File: config.mk
export PLATFORM = sky130hd
export DESIGN_NAME = dma_desc_ring_ctrl
export DESIGN_NICKNAME = d
export VERILOG_FILES = /design/src/rtl/dma_desc_ring_ctrl.sv
export SDC_FILE = /design/constraint.sdc
export NUM_CORES = 1
export LEC_CHECK = 0
export ABC_CLOCK_PERIOD_IN_PS = 4250
export BUFFER_PORTS_ARGS = -buffer_cell sky130_fd_sc_hd__buf_2
export CAP_MARGIN = 20
export CORE_UTILIZATION = 31
export DETAILED_ROUTE_END_ITERATION = 6
export GPL_ROUTABILITY_DRIVEN = 0
export GPL_TIMING_DRIVEN = 0
export HOLD_SLACK_MARGIN = 0.12
export PLACE_DENSITY_LB_ADDON = 0.1
export SYNTH_ARGS = -nofsm -noshare
export SYNTH_HDL_FRONTEND = slang
export SYNTH_SLANG_ARGS = --single-unit
File: constraint.sdc
create_clock -name clk -period 4.25 [get_ports clk]
set_input_delay 1.0625 -clock clk [delete_from_list [all_inputs] [get_ports clk]]
set_output_delay 1.0625 -clock clk [all_outputs]
set_load 0.05 [all_outputs]
File: src/rtl/dma_desc_ring_ctrl.sv
`timescale 1ns/1ps
module dma_desc_ring_ctrl #(
  parameter int AW      = 32,
  parameter int IDW     = 7,
  parameter int MAX_LEN = 32'h000F_FFFC
) (
  input  logic           clk,
  input  logic           rst_n,
  input  logic           cfg_wr,
  input  logic [2:0]     cfg_addr,
  input  logic [31:0]    cfg_wdata,
  output logic [31:0]    cfg_rdata,
  output logic           rd_req,
  output logic [AW-1:0]  rd_addr,
  input  logic           rd_valid,
  input  logic [31:0]    rd_data,
  output logic           mv_start,
  output logic [AW-1:0]  mv_src,
  output logic [AW-1:0]  mv_dst,
  output logic [31:0]    mv_len,
  output logic [IDW-1:0] mv_id,
  input  logic           mv_done,
  output logic           st_req,
  output logic [AW-1:0]  st_addr,
  output logic [31:0]    st_data,
  input  logic           st_ack,
  output logic           msi_irq
);
  localparam int DEPTH = 1 << IDW;
  localparam int SZW   = IDW + 1;
  localparam int BEATS = 8;
  localparam int BW    = $clog2(BEATS);

  typedef enum logic [2:0] {S_IDLE, S_FETCH, S_ISSUE, S_WAIT, S_STAT, S_NEXT, S_IRQ} state_t;

  state_t         state;
  logic [AW-1:0]  tbl_base, loc_base;
  logic [SZW-1:0] tbl_size;
  logic [IDW-1:0] last_q, cur;
  logic [BW-1:0]  beat;
  logic [31:0]    w_src, w_dst, w_len;
  logic           bad_q, err_q;

  logic           busy, db, len_bad, wrap;
  logic [IDW-1:0] eff_last, nxt;
  logic [AW-1:0]  desc_addr;

  assign busy      = (state != S_IDLE);
  assign db        = cfg_wr && (cfg_addr == 3'd3);
  assign eff_last  = db ? cfg_wdata[IDW-1:0] : last_q;
  assign wrap      = (SZW'(cur) + SZW'(1) >= tbl_size) || (cur == {IDW{1'b1}});
  assign nxt       = wrap ? '0 : cur + IDW'(1);
  assign len_bad   = w_len > 32'(MAX_LEN);
  assign desc_addr = tbl_base + AW'({cur, 5'b00000});

  assign rd_req   = (state == S_FETCH);
  assign rd_addr  = desc_addr + AW'({beat, 2'b00});
  assign mv_start = (state == S_ISSUE) && !len_bad;
  assign mv_src   = AW'(w_src);
  assign mv_dst   = loc_base + AW'(w_dst);
  assign mv_len   = w_len;
  assign mv_id    = cur;
  assign st_req   = (state == S_STAT);
  assign st_addr  = desc_addr + AW'(28);
  assign st_data  = {30'd0, bad_q, 1'b1};
  assign msi_irq  = (state == S_IRQ);

  always_comb begin
    cfg_rdata = '0;
    case (cfg_addr)
      3'd0: cfg_rdata = 32'(tbl_base);
      3'd1: cfg_rdata = 32'(loc_base);
      3'd2: cfg_rdata = 32'(tbl_size);
      3'd3: cfg_rdata = 32'(last_q);
      3'd4: begin
        cfg_rdata[IDW-1:0] = cur;
        cfg_rdata[8]       = busy;
        cfg_rdata[9]       = err_q;
      end
      default: cfg_rdata = '0;
    endcase
  end

  always_ff @(posedge clk) begin
    if (!rst_n) begin
      tbl_base <= '0;
      loc_base <= '0;
      tbl_size <= SZW'(DEPTH);
      last_q   <= '0;
    end else if (cfg_wr) begin
      if (!busy && cfg_addr == 3'd0) tbl_base <= AW'(cfg_wdata);
      if (!busy && cfg_addr == 3'd1) loc_base <= AW'(cfg_wdata);
      if (!busy && cfg_addr == 3'd2) tbl_size <= cfg_wdata[SZW-1:0];
      if (cfg_addr == 3'd3)          last_q   <= cfg_wdata[IDW-1:0];
    end
  end

  always_ff @(posedge clk) begin
    if (!rst_n) begin
      state <= S_IDLE;
      cur   <= '0;
      beat  <= '0;
      w_src <= '0;
      w_dst <= '0;
      w_len <= '0;
      bad_q <= 1'b0;
      err_q <= 1'b0;
    end else begin
      case (state)
        S_IDLE: if (db) begin
          state <= S_FETCH;
          beat  <= '0;
          err_q <= 1'b0;
        end
        S_FETCH: if (rd_valid) begin
          case (beat)
            BW'(0): w_src <= rd_data;
            BW'(1): w_dst <= rd_data;
            BW'(2): w_len <= rd_data;
            default: ;
          endcase
          beat <= beat + BW'(1);
          if (beat == BW'(BEATS - 1)) state <= S_ISSUE;
        end
        S_ISSUE: begin
          bad_q <= len_bad;
          if (len_bad) begin
            err_q <= 1'b1;
            state <= S_STAT;
          end else begin
            state <= S_WAIT;
          end
        end
        S_WAIT: if (mv_done) state <= S_STAT;
        S_STAT: if (st_ack) state <= S_NEXT;
        S_NEXT: begin
          cur   <= nxt;
          beat  <= '0;
          state <= (cur == eff_last) ? S_IRQ : S_FETCH;
        end
        S_IRQ: begin
          beat  <= '0;
          state <= db ? S_FETCH : S_IDLE;
        end
        default: state <= S_IDLE;
      endcase
    end
  end

  p_rd_hold_r2: assert property (@(posedge clk) disable iff (!rst_n)
    rd_req && !rd_valid |=> rd_req && $stable(rd_addr));

  p_start_pulse_r3: assert property (@(posedge clk) disable iff (!rst_n)
    mv_start |=> !mv_start);

  p_st_hold_r4: assert property (@(posedge clk) disable iff (!rst_n)
    st_req && !st_ack |=> st_req && $stable(st_addr));

  p_irq_pulse_r7: assert property (@(posedge clk) disable iff (!rst_n)
    msi_irq |=> !msi_irq);

  p_irq_after_ack_r7: assert property (@(posedge clk) disable iff (!rst_n)
    msi_irq |-> $past(st_req && st_ack, 2));

  p_cfg_locked_r10: assert property (@(posedge clk) disable iff (!rst_n)
    busy && cfg_wr && (cfg_addr == 3'd0 || cfg_addr == 3'd2) |=>
      $stable(tbl_base) && $stable(tbl_size));
endmodule

### Word-level counts from Yosys, hierarchy flattened

Index checks and enable logic that the tools add are counted.
Widths: inputs -> output; s select.

* register bits: 190
* input port bits: 73
* logic and storage cells: 88

* add/subtract/negate cells: 7
* $lt $le $gt $ge: 2
* equality and inequality tests: 21
* muxes and demuxes: 21
* reductions and logical operators: 25

Operators by type and width (count)
* $pmux 22 s2: 1
* $pmux 7 s5: 1
* $add 32x12->32: 1
* $add 32x32->32: 1
* $add 32x5->32: 1
* $add 32x5->32 const B: 1
* $gt 32x20->1 const B: 1
* $mux 3: 9
* $pmux 3 s7: 1
* $eq 3x2->1 const B: 5
* $eq 3x3->1 const B: 5
* $reduce_and 3->1: 5
* $mux 7: 2
* $eq 3x1->1 const B: 3
* $logic_not 3->1: 3
* $pmux 3 s3: 1
* $add 7x1->8 const B: 1
* $ge 8x8->1: 1
* $reduce_and 2->1: 4
* $add 7x1->7 const B: 1
* $eq 7x7->1: 1
* $eq 7x7->1 const B: 1
* $ne 2x1->1 const B: 3
* $ne 2x2->1 const B: 3
* 12 further kinds: 20

### Depth between registers and ports, before layout

Gate-level depths: netlist (run 1).

* depth in word-level cells: 6
* depth in mapped cells: 12
* mapped depth without buffers: 11

### Worst setup path after synthesis (run 1)

Ideal clock, no wire load.

* path kind: flip-flop to output port
* from: register cur[0], in the netlist mv_id[0]
* to: output port rd_addr[25]
* data arrival time: 3.926 ns
* data required time: 3.188 ns
* slack: -0.738 ns
* cell stages (with the launch flop): 13
* cell sequence: dfxtp_1 ha_1 fa_1 a211oi_1 o211ai_1 and2_1 buf_2 nor3_1 a311o_1 nand4_1 buf_2 nor4_1 xor2_1

* longest elaborated chain between the ends: 2

RTL lines
* from (decl): RTL line 39 `logic [IDW-1:0] last_q, cur;`
* from (signal assigned): RTL line 137 `cur <= nxt;`
* $add 32x12->32: RTL line 54 `assign desc_addr = tbl_base + AW'({cur, 5'b00000});`
* $add 32x5->32: RTL line 57 `assign rd_addr = desc_addr + AW'({beat, 2'b00});`
* to (decl): RTL line 14 `output logic [AW-1:0] rd_addr,`

Every way passes these cells.

### Worst setup path in the final report (run 1)

* from: register tbl_base[5]
* to: output port st_addr[30]

* longest elaborated chain between the ends: 2

RTL lines
* from (decl): RTL line 37 `logic [AW-1:0] tbl_base, loc_base;`
* from (signal assigned): RTL line 91 `if (!busy && cfg_addr == 3'd0) tbl_base <= AW'(cfg_wdata);`
* $add 32x12->32: RTL line 54
* $add 32x5->32: RTL line 64 `assign st_addr = desc_addr + AW'(28);`
* to (decl): RTL line 24 `output logic [AW-1:0] st_addr,`

Every way passes these cells.

==> results of run 1 <==
[synthesized netlist by cell type (4+ instances only)]
library cell and n:
o21ai_1 13, o21bai_1 6, xnor2_1 76, nor4_1 22
clkbuf_1 84, a22o_1 22, nand3_1 31, nand2b_1 8
nor3_1 31, a211o_1 6, buf_2 10, ha_1 56
mux2i_1 19, nand2_1 378, nor2_1 78, o21a_1 13
o22ai_1 10, inv_1 40, nand4_1 19, and2_1 9
o211ai_1 10, nor3b_1 4, a21o_1 18, dfxtp_1 190
nand3b_1 6, o21ai_0 24, a22oi_1 12, and3_1 16
a21oi_1 216, and3b_1 4, or3_1 8, nor2b_1 5
a211oi_1 8, xor2_1 35, buf_4 36
[cells by family (layout without fill, tap and decap cells)]
logic type,Yosys count,after routing,synth area share
buf+inv,176,565,0.0694
flops,190,190,0.320
simple gates,641,641,0.245
other cells,2,33,0.000632
xor+xnor,111,111,0.0818
mux,21,21,0.0188
fa+ha+maj,59,59,0.0640
compound gates,391,391,0.201
[stage by stage]
stage	util	cell area [um2]	setup WS [ns]
after floorplan	-	12400	-0.0125
after global placement	0.382	14400	-0.491
after detailed placement	0.383	14400	-0.501
after CTS	0.432	16300	-0.663
after global routing	0.448	16900	-0.738
final	0.448	16900	-0.609
[routing by layer]
metal  global-route usage  wire length (um)  up-vias
met2                0.367             21100      330
met4               0.0612               925        2
li1                     -                 -     6246
met3               0.0451              2490       50
met5                    0                13        -
met1                0.292             20500     5859
[registers in the layout (all words and copies together), names as in the netlist, 7 cells and up]
name	flops
mv_src	32
mv_id	7
tbl_base	32
loc_base	32
last_q	7
w_dst	32
mv_len	32
tbl_size	8
[worst max-delay path, cell delays in order, from the launching register on]
cell,delay [ns]
dfxtp_4,0.37
ha_4,0.16
fa_2,0.39
a211oi_4,0.26
o211ai_1,0.15
and2_4,0.19
buf_6,0.11
a211oi_4,0.17
o211ai_2,0.11
or4b_4,0.59
buf_12,0.16
nor4_4,0.37
xnor2_4,0.15
buf_6,0.17
[path summary, 6_finish.rpt]
path                             startpoint     endpoint  cells past startpoint
worst min-delay path             mv_src[30]   mv_src[30]                      2
worst min register to register   mv_src[30]   mv_src[30]                      2
worst max register to register     mv_id[0]     mv_id[3]                     11
worst max-delay path            tbl_base[5]  st_addr[30]                     13
[cell usage in the layout (no fill, tap or decap), types with 21 or more instances in the layout]
cell,n
dfxtp_1,165
buf_4,106
nand2_1,374
ha_1,36
buf_2,231
nor2_1,69
a21oi_1,209
clkbuf_1,80
xor2_1,30
inv_1,39
a22o_1,22
nand3_1,28
xnor2_1,51
o21ai_0,21
buf_6,68
conb_1,31
[final cells by class]
type	count	share of cell area
repair buffers	361	0.143
clock inverters	12	0.00749
plain buffers	131	0.0407
multi-input cells	1254	0.504
well taps	511	0.0379
flip-flops and latches	190	0.230
inverters	41	0.00912
diodes	2	0.000297
clock buffers	20	0.0283
[power breakdown]
part	total [mW]	internal (mW)	switching, mW	leakage [nW]
sequential	1.89	1.84	0.0491	1.55
combinational	1.04	0.280	0.763	5.57
clock	1.68	0.893	0.787	0.301
[timing repair]
action                                  CTS  global route
buffers inserted                         52            33
endpoints found under the setup margin   60            52
pin swaps                                50            63
gates resized for setup                 211            81
hold buffers                              0             0
==> metrics, run 1 <==
Reg clk slew, reported paths 0.07 ns; LEAKAGE 7.42 nW; DRC viols 0; initial core utilization 0.315; Hold Crit Class reg -> reg; first-pass GRT wire length 66400 um; Synth area leaders dfxtp_1 32%, nand2_1 12%, a21oi_1 9.1%; final hold slack 0.454 ns; Tightest Pin Transition 1.09 ns; Final ANT Viol Nets 0; Ys Warns 0; IO buf count 275; critical path startpoint category flip-flop; Slew Viols, Final 0; io pins 308; Mapped Cells 1591; Fin Setup TNS -10.52 ns; pin count of the biggest net entering global routing 18; vias 12500; Yosys top cell area share 0.320; Final period util 1.14; crit-path max FO 3; Synth async-reset ratio 0; remaining global-route overflow 0; fin worst setup slack -0.609 ns; wire per inst 17.8 um; area added between synthesis and finish 42.0%; final hold violations 0; Achievable Freq 206 MHz; initial antenna violation count 2; Total Routing Usage GR 0.222; Syn Std Cell Area 0.0119 mm2; violated checks setup timing; Fin Clk Skew 0.0106 ns; CTS Root Cell clkbuf_16; Critical Path RT 3.19 ns; RSZ-0062 raised after global routing yes; Num CTS Buffers 17; Non-Filler Instances 2522; Setup-failing EPs final 35; final wirelength 45000 um; Max Cap Violations 0; DRT iter0 DRCs 694; fin crit period 4.86 ns; maximum vdd drop 0.287 mV; Slew headroom 0.268; floorplan core area 0.0377 mm2; final-layout fill cell count 3862; DR pass1 iterations 5; Yosys reg bits 190; number of global-route vias before repair 11600; htree depth 4; Inst Count DP 2408; NumNets Final 2128; multi-input combinational cell area 0.00850 mm2; crit path kind reg -> out; flop-to-flop setup slack 1.12 ns; Rows 71; CTS tree done; mean cell area of the mapped netlist 7.47 um2; die area 0.0391 mm2; Clk Latency, worst-skew pair 0.45 ns; status finished, violations left; area leader, netlist dfxtp_1; chip width 198 um; CTS max path bufs 2; via/cell ratio 4.95; Sequential cell area 0.00387 mm2; Final HPWL DP 34600 um; top_reg_cell synth dfxtp_1; clock sink count 190; PwrDens 273 mW/mm2; crit path capture type output port; Yosys cell types 77; Die H 198 um; CP arrival 3.80 ns; sequential fraction of the synthesis area 0.320; Final Power 4.61 mW; Post-synth EDFFs 0; layout cells sized above 1 0.306
(Power assumes the default switching activity.)
==> inputs of run 2 (changes only) <==
--- a/config.mk
+++ b/config.mk
@@ -5,7 +5,7 @@
 export SDC_FILE = /design/constraint.sdc
 export NUM_CORES = 1
 export LEC_CHECK = 0
-export ABC_CLOCK_PERIOD_IN_PS = 4250
+export ABC_CLOCK_PERIOD_IN_PS = 4150
 export BUFFER_PORTS_ARGS = -buffer_cell sky130_fd_sc_hd__buf_2
 export CAP_MARGIN = 20
 export CORE_UTILIZATION = 31
==> constraint.sdc (replaced) <==
create_clock -name clk -period 4.15 [get_ports clk]
set_input_delay 1.0375 -clock clk [delete_from_list [all_inputs] [get_ports clk]]
set_output_delay 1.0375 -clock clk [all_outputs]
set_load 0.05 [all_outputs]
==> run 2 against run 1 <==
Against the previous run: the run still ends with setup timing left; largest power group unchanged; via count rose by 0.46%; combinational power is essentially flat; cell count about the same; non-clock buffer count down 1; critical path depth down 1; global-route usage is 0.31 points higher; clock-buffer cell count fell by 1; critical path type unchanged.
==> metrics, run 2 (same netlist as run 1, synthesis figures left out) <==
htree depth 4 (unchanged); most common cell after layout, fill and taps aside nand2_1; crit path capture type output port; final hold violations 0 (unchanged); Slew headroom 0.307 (+0.0385); Rows 71 (unchanged); pin count of the biggest net entering global routing 18 (unchanged); Non-Filler Instances 2521 (-0.040%); critical path startpoint category flip-flop; flop-to-flop setup slack 1.07 ns (-0.05 ns); final instance area 0.0171 mm2 (+1.5%); die area 0.0391 mm2 (unchanged); Worst R2R End mv_id[4]; DR pass1 iterations 5 (unchanged); Final ANT Viol Nets 0 (unchanged); initial antenna violation count 2 (unchanged); Util after Layout 0.455 (+0.00678); remaining global-route overflow 0 (unchanged); PwrDens 278 mW/mm2 (+1.8%); most frequent cells in the layout 373 x nand2_1, 226 x buf_2, 207 x a21oi_1, 162 x dfxtp_1, 106 x buf_4; Reg clk slew, reported paths 0.07 ns (about the same); DRT iter0 DRCs 650 (-6.3%); NumNets Final 2127 (-0.047%); chip width 198 um (unchanged); DRC viols 0 (unchanged); status finished, violations left; crit path kind reg -> out; Fin Setup TNS -16.60 ns (-6.08 ns); LEAKAGE 7.52 nW (+1.3%); placed inst area 0.0145 mm2 (+0.59%); CP startpoint tbl_base[5]; number of global-route vias before repair 11800 (+1.9%); setup slack at placement -0.523 ns (-0.0212 ns); fin worst setup slack -0.645 ns (-0.0361 ns); initial core utilization 0.315 (unchanged); floorplan core area 0.0377 mm2 (unchanged); Tightest Pin Transition 1.03 ns (-0.0573 ns); clock sink count 190 (unchanged); Achievable Freq 209 MHz; final hold slack 0.453 ns (-0.000925 ns); Final period util 1.16; via/cell ratio 4.98 (+0.50%); CP arrival 3.76 ns (-0.04 ns); Total Routing Usage GR 0.225 (+0.00308); Fin Clk Skew 0.0122 ns (+0.00161 ns); layout cells sized above 1 0.319 (+0.0131); RSZ-0062 raised after global routing yes; R2R cell count 11 (unchanged); Inst Count DP 2407 (-0.042%); maximum vdd drop 0.228 mV (-20%); crit-path max FO 4 (+1); Critical Path RT 3.11 ns (-0.08 ns); Slew Viols, Final 0 (unchanged); Max Cap Violations 0 (unchanged); CTS Root Cell clkbuf_16; CTS tree done; wire per inst 18.0 um (+0.88%); Final HPWL DP 34600 um (+0.16%); area added between synthesis and finish 44.1%; Num CTS Buffers 17 (unchanged); Final Power 4.76 mW (+3.3%); worst r2r src mv_id[0]; Clk Latency, worst-skew pair 0.44 ns (about the same); io pins 308 (unchanged); violated checks setup timing; IO buf count 275 (unchanged); first-pass GRT wire length 67400 um (+1.5%); crit path capture rd_addr[31]; Setup-failing EPs final 41 (+17%); CTS max path bufs 2 (unchanged); final wirelength 45400 um (+0.84%); Die H 198 um (unchanged); fin crit period 4.80 ns; vias 12500 (+0.46%); Hold Crit Class reg -> reg
==> run 2: how the worst min path moves through the flow <==
stage | from | end | slack [ns] | depth (start not counted)
2_1_floorplan | w_dst[0] | w_dst[0] | 0.44 | 2
3_3_place_gp | mv_src[6] | mv_src[6] | 0.44 | 2
3_5_place_dp | mv_src[22] | mv_src[22] | 0.44 | 2
4_1_cts | mv_src[22] | mv_src[22] | 0.45 | 2
5_1_grt | mv_src[15] | mv_src[15] | 0.48 | 2
6_report | mv_src[22] | mv_src[22] | 0.45 | 2
==> run 2: layout make-up <==
cell class              count  area (um2)
flip-flops and latches    190        3880
multi-input cells        1254        8720
diodes                      2        5.00
clock inverters            13         185
inverters                  41         154
plain buffers             131         687
repair buffers            360        2420
well taps                 511         639
fillers                  3889       20500
clock buffers              19         433
==> run 2: critical path, cell delays in order (launching register included) <==
cell	delay (ns)
dfxtp_4	0.37
ha_4	0.17
fa_2	0.41
a211oi_4	0.25
o211ai_1	0.16
and2_4	0.23
buf_6	0.12
a211oi_4	0.19
o211ai_2	0.12
or4b_4	0.62
nor4_4	0.35
xnor2_4	0.15
buf_6	0.17
==> run 2: metal layers <==
layer / share of wire / global-route usage / up-vias
met1: 0.45 / 0.297 / 5892
li1: - / - / 6234
met2: 0.47 / 0.377 / 367
met3: 0.059 / 0.0383 / 50
met5: 0.00035 / 0 / -
met4: 0.020 / 0.0626 / 2
==> run 2: power breakdown <==
part	switching, mW	leakage [nW]	internal [mW]	total (mW)
Combinational	0.782	5.67	0.292	1.07
Sequential	0.0514	1.55	1.88	1.93
Clock	0.791	0.293	0.965	1.76
==> run 2: what timing repair did <==
| action | in CTS | in global routing |
|---|---|---|
| setup buffers | 55 | 26 |
| hold buffers | 0 | 0 |
| pin swaps | 72 | 49 |
| endpoints found under the setup margin | 75 | 57 |
| cloned | 2 | 1 |
| gates resized for setup | 244 | 89 |
| hold endpoints to repair | 0 | 0 |
==> inputs of run 3 (changes only) <==
--- a/config.mk
+++ b/config.mk
@@ -8,6 +8,8 @@
 export ABC_CLOCK_PERIOD_IN_PS = 4150
 export BUFFER_PORTS_ARGS = -buffer_cell sky130_fd_sc_hd__buf_2
 export CAP_MARGIN = 20
+export CELL_PAD_IN_SITES_DETAIL_PLACEMENT = 1
+export CELL_PAD_IN_SITES_GLOBAL_PLACEMENT = 1
 export CORE_UTILIZATION = 31
 export DETAILED_ROUTE_END_ITERATION = 6
 export GPL_ROUTABILITY_DRIVEN = 0
==> run 3 against run 2 <==
Against the previous run: clock-buffer cell count unchanged; critical path depth increased by 2; register-to-register slack improved by 0.02 ns; cell count decreased by 0.16%; via count increased by 2.4%; critical endpoint unchanged; the run still ends with setup timing left; highest routed layer unchanged; final area decreased by 0.40%; largest power group unchanged; global-route usage increased by 2.1 points.
==> metrics, run 3 (same netlist as run 1, synthesis figures left out) <==
Clk Latency, worst-skew pair 0.45 ns (about the same); IO buf count 275 (unchanged); chip width 198 um (unchanged); switching pwr 1.65 mW (+1.8%); Critical Path RT 3.11 ns (about the same); most frequent cells in the layout 373 x nand2_1, 225 x buf_2, 209 x a21oi_1, 161 x dfxtp_1, 92 x buf_4; Fin Setup TNS -19.10 ns (-2.49 ns); PwrDens 275 mW/mm2 (-1.2%); Tightest Pin Transition 1.02 ns (-0.0102 ns); Fin Clk Skew 0.0146 ns (+0.00236 ns); setup slack at placement -0.538 ns (-0.0154 ns); final wirelength 49700 um (+9.5%); slowest CP cell ha_2; maximum vdd drop 0.200 mV (-12%); htree depth 4 (unchanged); clock sink count 190 (unchanged); ant diodes 0 (-2); layout cells sized above 1 0.320 (+0.000816); critical path startpoint category flip-flop; final instance area 0.0171 mm2 (-0.40%); Setup-failing EPs final 43 (+4.9%); Sw Ratio 0.353 (+0.0117); remaining global-route overflow 0 (unchanged); Final HPWL DP 36800 um (+6.3%); LEAKAGE 7.55 nW (+0.40%); initial core utilization 0.315 (unchanged); Combinational Power Share 0.233 (+0.007); Final period util 1.18 (+0.0289); vias 12800 (+2.4%); final hold slack 0.456 ns (+0.00209 ns); Sequential cell area 0.00387 mm2 (about the same); CTS Root Cell clkbuf_16; crit path kind reg -> out; Num CTS Buffers 17 (unchanged); register share of total power 0.412 (+0.006); DRT iter0 DRCs 498 (-23%); Buf/Inv on CP 5 (+3); Slew headroom 0.314 (+0.00721); clock share of power 0.355 (-0.014); Max stage delay on crit path 0.43 ns (-0.19 ns); cell-by-cell trace of the critical path ha_2 > o211ai_1 > o211ai_1 > and2_4 > buf_4 > buf_6 > nand4_1 > xnor2_1 > nand4_1 > buf_4 > buf_6 > nor4_4 > xnor2_4 > buf_6; final-layout fill cell count 4621 (+19%); final hold violations 0 (unchanged); cell family with most CP delay simple AND/OR/NAND/NOR gates; first-pass GRT wire length 73900 um (+9.6%); CTS tree done; most common cell after layout, fill and taps aside nand2_1; DR pass1 iterations 4 (-1); Final Power 4.69 mW (-1.6%); wire per inst 19.7 um (+9.7%); Max Cap Violations 0 (unchanged); Achievable Freq 203 MHz (-2.4%); Util after Layout 0.453 (-0.00183); via/cell ratio 5.10 (+2.5%); CTS max path bufs 2 (unchanged); crit path capture type output port; number of global-route vias before repair 12900 (+8.7%); Die H 198 um (unchanged); Non-Filler Instances 2517 (-0.16%); Total Routing Usage GR 0.246 (+0.0209); CP most frequent cell buf_6; cts hold-fix bufs 0 (unchanged); DRC viols 0 (unchanged); Hold Crit Class reg -> reg; multi-input combinational cell area 0.00866 mm2 (-0.76%); pin count of the biggest net entering global routing 18 (unchanged); violated checks setup timing; Final ANT Viol Nets 0 (unchanged); NumNets Final 2125 (-0.094%); crit-path max FO 7 (+3); Slew Viols, Final 0 (unchanged); fin crit period 4.92 ns (+0.120 ns); placed inst area 0.0145 mm2 (about the same); CP arrival 3.88 ns (+0.12 ns); fin worst setup slack -0.765 ns (-0.120 ns); io pins 308 (unchanged); internal cell power 3.04 mW (-3.3%); RSZ-0062 raised after global routing yes; status finished, violations left; Rows 71 (unchanged); Reg clk slew, reported paths 0.08 ns (about the same); die area 0.0391 mm2 (unchanged); area added between synthesis and finish 43.5%; Inst Count DP 2407 (unchanged); initial antenna violation count 1 (-1); floorplan core area 0.0377 mm2 (unchanged)
[run 3: changes by cell type in the layout (fill, tap and decap cells not counted), moves of 3 or more]
cell      delta
clkinv_4     -5
buf_4       -14
xor2_2       +3
clkinv_2     +3
inv_6        +4
buf_12       +3
buf_6       +11
[run 3: area by class of cell]
cell class                 instances  share of cell area
sequential                       190               0.227
buffer                           130              0.0396
clock inverter                    13             0.00741
inverter                          41             0.00902
timing repair buffer             359               0.146
clock buffer                      19              0.0260
tap                              511              0.0375
multi-input combinational       1254               0.508
[run 3: worst min-delay path, cell delays in order (launching register included)]
cell and delay [ns]:
dfxtp_1 0.31, nand2_1 0.05, a21oi_1 0.05
[run 3: what timing repair did]
| item | CTS | global route |
|---|---|---|
| buffers inserted | 59 | 20 |
| pin swaps | 66 | 48 |
| gates resized for setup | 233 | 110 |
| endpoints found under the setup margin | 72 | 56 |
| cloned | 3 | 0 |
[run 3: routing by layer]
metal / global-route usage / vias to the layer above / share of wire
met5: 0 / - / 0.00022
met4: 0.0692 / 2 / 0.024
met3: 0.0433 / 61 / 0.048
met2: 0.423 / 326 / 0.49
met1: 0.314 / 6223 / 0.44
li1: - / 6230 / -
[run 3: path summary, 6_finish.rpt]
path	startpoint	endpoint	slack, ns	depth (start not counted)
max	tbl_base[10]	rd_addr[31]	-0.77	14
max reg2reg	mv_id[1]	mv_id[0]	1.09	11
min reg2reg	mv_src[25]	mv_src[25]	0.46	2
min	mv_src[25]	mv_src[25]	0.46	2
[run 3: power by group through the flow]
stage	sequential, mW	combinational (mW)	clock, mW
5_1_grt	1.94	1.17	1.78
4_1_cts	1.93	1.08	1.70
3_3_place_gp	1.97	1.03	0
2_1_floorplan	2.08	0.631	0
6_report	1.93	1.09	1.67
3_5_place_dp	1.98	1.04	0
